<file path="src/rtl/shrink_pkg.sv">
package shrink_pkg;
  localparam int SEL_LEN = 5;
  localparam int SEL_TAP = 3;
  localparam int DAT_LEN = 6;
  localparam int DAT_TAP = 5;

  typedef enum logic [1:0] {
    ACT_IDLE = 2'd0,
    ACT_STEP = 2'd1,
    ACT_LOAD = 2'd2
  } shrink_act_e;
endpackage

</file>
<file path="src/rtl/shrink_lfsr.sv">
module shrink_lfsr #(
  parameter int LEN = 5,
  parameter int TAP = 3
) (
  input  logic           clk,
  input  logic           rst_n,
  input  shrink_pkg::shrink_act_e act,
  input  logic [LEN-1:0] seed,
  output logic           out_bit
);
  import shrink_pkg::*;

  localparam logic [LEN-1:0] ALL_ONES = {LEN{1'b1}};

  logic [LEN-1:0] stage_q;
  logic [LEN-1:0] seed_fix;
  logic           fb;

  assign seed_fix = (seed == '0) ? ALL_ONES : seed;
  assign fb       = stage_q[LEN-1] ^ stage_q[TAP-1];
  assign out_bit  = stage_q[LEN-1];

  always_ff @(posedge clk or negedge rst_n) begin
    if (!rst_n) begin
      stage_q <= ALL_ONES;
    end else begin
      case (act)
        ACT_LOAD: stage_q <= seed_fix;
        ACT_STEP: stage_q <= {stage_q[LEN-2:0], fb};
        default:  stage_q <= stage_q;
      endcase
    end
  end

  assert_no_lockup_R7: assert property (@(posedge clk) disable iff (!rst_n)
    stage_q != '0);

  assert_hold_idle_R6: assert property (@(posedge clk) disable iff (!rst_n)
    (act == ACT_IDLE) |=> $stable(stage_q));

  assert_shift_step_R2: assert property (@(posedge clk) disable iff (!rst_n)
    (act == ACT_STEP) |=> (stage_q[LEN-1:1] == $past(stage_q[LEN-2:0])));
endmodule

</file>
<file path="src/rtl/shrink_select.sv">
module shrink_select (
  input  logic clk,
  input  logic rst_n,
  input  shrink_pkg::shrink_act_e act,
  input  logic sel_bit,
  input  logic dat_bit,
  output logic ks_bit,
  output logic ks_valid
);
  import shrink_pkg::*;

  logic keep;

  assign keep = (act == ACT_STEP) && sel_bit;

  always_ff @(posedge clk or negedge rst_n) begin
    if (!rst_n) begin
      ks_valid <= 1'b0;
      ks_bit   <= 1'b0;
    end else begin
      ks_valid <= keep;
      if (keep) ks_bit <= dat_bit;
    end
  end

  assert_valid_from_step_R4: assert property (@(posedge clk) disable iff (!rst_n)
    ks_valid |-> ($past(act) == ACT_STEP));

  assert_bit_holds_R5: assert property (@(posedge clk) disable iff (!rst_n)
    !ks_valid |-> $stable(ks_bit));

  assert_drop_on_zero_R5: assert property (@(posedge clk) disable iff (!rst_n)
    ((act == ACT_STEP) && !sel_bit) |=> !ks_valid);
endmodule

</file>
<file path="src/rtl/shrink_keygen.sv">
module shrink_keygen #(
  parameter int SEL_LEN = shrink_pkg::SEL_LEN,
  parameter int SEL_TAP = shrink_pkg::SEL_TAP,
  parameter int DAT_LEN = shrink_pkg::DAT_LEN,
  parameter int DAT_TAP = shrink_pkg::DAT_TAP
) (
  input  logic               clk,
  input  logic               rst_n,
  input  logic               step_en,
  input  logic               load_en,
  input  logic [SEL_LEN-1:0] seed_sel,
  input  logic [DAT_LEN-1:0] seed_dat,
  output logic               ks_bit,
  output logic               ks_valid
);
  import shrink_pkg::*;

  shrink_act_e act;
  logic        sel_out;
  logic        dat_out;

  always_comb begin
    if (load_en)      act = ACT_LOAD;
    else if (step_en) act = ACT_STEP;
    else              act = ACT_IDLE;
  end

  shrink_lfsr #(.LEN(SEL_LEN), .TAP(SEL_TAP)) u_sel_reg (
    .clk    (clk),
    .rst_n  (rst_n),
    .act    (act),
    .seed   (seed_sel),
    .out_bit(sel_out)
  );

  shrink_lfsr #(.LEN(DAT_LEN), .TAP(DAT_TAP)) u_dat_reg (
    .clk    (clk),
    .rst_n  (rst_n),
    .act    (act),
    .seed   (seed_dat),
    .out_bit(dat_out)
  );

  shrink_select u_select (
    .clk     (clk),
    .rst_n   (rst_n),
    .act     (act),
    .sel_bit (sel_out),
    .dat_bit (dat_out),
    .ks_bit  (ks_bit),
    .ks_valid(ks_valid)
  );

  assert_load_quiet_R7: assert property (@(posedge clk) disable iff (!rst_n)
    load_en |=> !ks_valid);
endmodule

</file>
<file path="config.mk">
export PLATFORM = sky130hd
export DESIGN_NAME = shrink_keygen
export DESIGN_NICKNAME = d
export VERILOG_FILES = /design/src/rtl/shrink_pkg.sv /design/src/rtl/shrink_lfsr.sv /design/src/rtl/shrink_select.sv /design/src/rtl/shrink_keygen.sv
export SDC_FILE = /design/constraint.sdc
export NUM_CORES = 1
export LEC_CHECK = 0
export ABC_AREA = 1
export BUFFER_PORTS_ARGS = -buffer_cell sky130_fd_sc_hd__buf_2
export CAP_MARGIN = 20
export CELL_PAD_IN_SITES_DETAIL_PLACEMENT = 1
export CELL_PAD_IN_SITES_GLOBAL_PLACEMENT = 2
export CORE_MARGIN = 4
export CORE_UTILIZATION = 31
export CTS_CLUSTER_DIAMETER = 80
export DETAILED_ROUTE_END_ITERATION = 12
export GPL_TIMING_DRIVEN = 0
export PLACE_DENSITY_LB_ADDON = 0.1
export SETUP_SLACK_MARGIN = 0.4
export SLEW_MARGIN = 10
export SYNTH_ARGS = -nofsm -noshare
export SYNTH_HDL_FRONTEND = slang
export SYNTH_HIERARCHICAL = 1
export SYNTH_SLANG_ARGS = --single-unit
</file>
<file path="constraint.sdc">
create_clock -name clk -period 1.62 [get_ports clk]
set_input_delay 0.324 -clock clk [delete_from_list [all_inputs] [get_ports clk]]
set_output_delay 0.324 -clock clk [all_outputs]
set_load 0.03 [all_outputs]
</file>
==> run metrics <==
status complete, no violations; post-route setup TNS 0 ns; Seq/Total Area, Yosys 0.4144; Design Area, Final roughly 980 sq um; CP Launch Type flop; first-pass GRT wire length 3.339 mm; Avg Synthesized Cell Area a little over 7 sq um; GRT Overall Usage 0.1255; Sequential Power Share 0.509; largest family of logic cells by synthesized area simple AND/OR/NAND/NOR gates; Root Driver clkbuf_4; leakage power between 0.0005 and 0.0006 uW; drc violations 0; VDD IR max about 0.34 mV; crit-path cells buf_2; Pwr Density about 890 mW/mm^2; XOR/XNOR Fraction of Synth Area 0; Fin. Hold Viols 0; fraction of layout cells with a size suffix above 1 0.3285; post-synthesis mux area share 0; Worst-path clk slew approximately 0.080 ns; total CTS buffers 3; Clk network pwr share 0.232; Syn Nets ~130; Slew Viols, Final 0; Worst Path Max Fanout 2; Worst Path Required about 1.3 ns; synthesized instance count between 100 and 150; max-cap viol count 0; row count 18; Final GP Congestion about 0.76; n_diodes 0; Placed Area 935.9 sq um; largest net degree at the start of global routing 14; most frequent cells in the layout 38 x nand2_1, 22 x nor2_1, 16 x buf_2, 13 x inv_1, 11 x dfstp_2; Worst Max-Slew Pin Slew 0.3008 ns; class of the worst hold path in -> reg; core area between 0.002 and 0.0025 sq mm; Post-Synth Adder-Cell Area 0.03058; register bit count reported by yosys 13; commonest non-fill, non-tap cell in the layout nand2_1; # setup viols final 0; post-detail-place hpwl around 1.4 mm; initial antenna violation count 0; nets@finish 155; clock skew 0.001318 ns; Post-Synth Simple-Gate Area 0.3960; vias after detailed routing about 740; period utilisation layout 0.7152; Yosys cell types 14; GR Overflow Total 0; drt first pass iters 3; clock buffer depth 2; die height slightly below 60 microns; Post-Synthesis Cell Area a little over 800 sq um; Starting Density 0.3273; Port Buffers 16; Die Width just under 60 microns; Slowest-stage cell, CP dfrtp_1; Arrival @ worst endpoint a little over 0.8 ns; DR vias/cell about 4.4; 1st-iter DRT viols 17; WL/cell approximately 11 microns; Synth top area share 0.3532; worst setup margin 0.4614 ns; max incr delay on CP between 0.3 and 0.4 ns; number of H-tree levels 1; top cells by area, synth dfstp_2 35%, nand2_1 17%, nor2_1 10%; Setup CP Type reg -> out; RSZ-0062 raised after global routing false; Yosys Warn Count 6; Buf/Inv on CP 1; IO Pins 17; Routed Antenna Nets 0; worst skew pair latency 0.27 ns; area of the die between 0.003 and 0.004 sq mm; TritonCTS clock tree yes; family with the most delay on the worst path flip-flops; Comb pwr share 0.258; Util after Layout 0.3919; fmax between 0.8 and 0.9 GHz; Slew headroom 0.7995; Post-Place Setup Slack about 0.14 ns; vias in the first global route a little over 800; clock sinks 13; Sw Share 0.3167; Worst setup EP type output port; setup bufs post-CTS 0; Final Critical Period ~1.2 ns; Net Sw Power roughly 280 uW; routed wire length approximately 1.8 mm; Syn-to-layout area delta 19.72%; Synth Area in Compound Gates 0.04893; largest area contributor in the netlist dfstp_2; Internal about 600 uW
cells in the mapped netlist, drive strengths merged:
| cell type | n |
|---|---|
| nand4 | 1 |
| buf | 3 |
| o21ai | 5 |
| nor2 | 28 |
| dfstp | 11 |
| a21oi | 3 |
| nand2 | 38 |
| dfrtp | 2 |
| nand3 | 8 |
| ha | 2 |
| inv | 15 |
path summary, 6_finish.rpt:
kind                                                  start                                to  slack [ns]  cells after the start
max                             u_select/ks_bit$_DFFE_PN0P_                            ks_bit        0.46                      1
min                                             seed_sel[3]  u_sel_reg/stage_q[3]$_DFFE_PN1P_        0.37                      5
max reg2reg                u_sel_reg/stage_q[4]$_DFFE_PN1P_  u_sel_reg/stage_q[0]$_DFFE_PN1P_        0.66                      5
min reg2reg                u_dat_reg/stage_q[1]$_DFFE_PN1P_  u_dat_reg/stage_q[1]$_DFFE_PN1P_        0.46                      2
max in group asynchronous                             rst_n  u_dat_reg/stage_q[0]$_DFFE_PN1P_        0.88                      2
min in group asynchronous                             rst_n       u_select/ks_valid$_DFF_PN0_        0.46                      2
power groups by stage:
stage                     Sequential [uW]  Clock (uW)  Combinational [uW]
after floorplan                       461           0                 142
after global placement                450           0                 222
after detailed placement              454           0                 226
after CTS                             448         220                 229
after global routing                  457         236                 267
final                                 446         204                 227
through the flow:
step                total power [uW]  instances  hold slack (ns)
global route                   959.9        167           0.3842
finish                         876.5        167           0.3654
global placement               672.4        162           0.2248
floorplan                      603.6        116          0.02841
detailed placement             679.9        162           0.2323
CTS                            897.5        167           0.3444
tightest hold or removal path, cell delays in order:
cell and delay, ns:
buf_2 0.10, nor2_1 0.04, nand2_1 0.05, nand2_1 0.04
nand2_1 0.05
state kept, by name, indices dropped and copies added (netlist names):
signal and flops:
u_select/ks_bit 1, u_sel_reg/stage_q 5, u_dat_reg/stage_q 6, u_select/ks_valid 1
per-layer routing:
layer / routed length, microns / part of all wire / global-route usage
met4: 39 / 0.022 / 0.06796
met3: 79 / 0.045 / 0.01307
met5: 0 / 0 / 0
met2: 830 / 0.47 / 0.2122
met1: 822 / 0.46 / 0.1548
final cells by class:
| class | instances | area (sq um) |
|---|---|---|
| Buffer | 3 | 33.78 |
| Inverter | 15 | 56.30 |
| Sequential cell | 13 | 339.1 |
| Timing Repair Buffer | 17 | 90.09 |
| Clock buffer | 4 | 26.28 |
| Multi-Input combinational cell | 85 | 396.6 |
| Tap cell | 30 | 37.54 |
| Fill cell | 337 | 1520 |
cells by family after synthesis:
kind of cell / Yosys count
fa+ha+maj: 2
buf+inv: 18
compound gates: 8
simple gates: 75
flops: 13
timing repair:
item,4_1_cts,5_1_grt
hold buffers,1,0
resized for setup,0,2
setup endpoints to repair,0,6
endpoints found under the hold margin,2,0
Power figures use the tool's default switching activity.
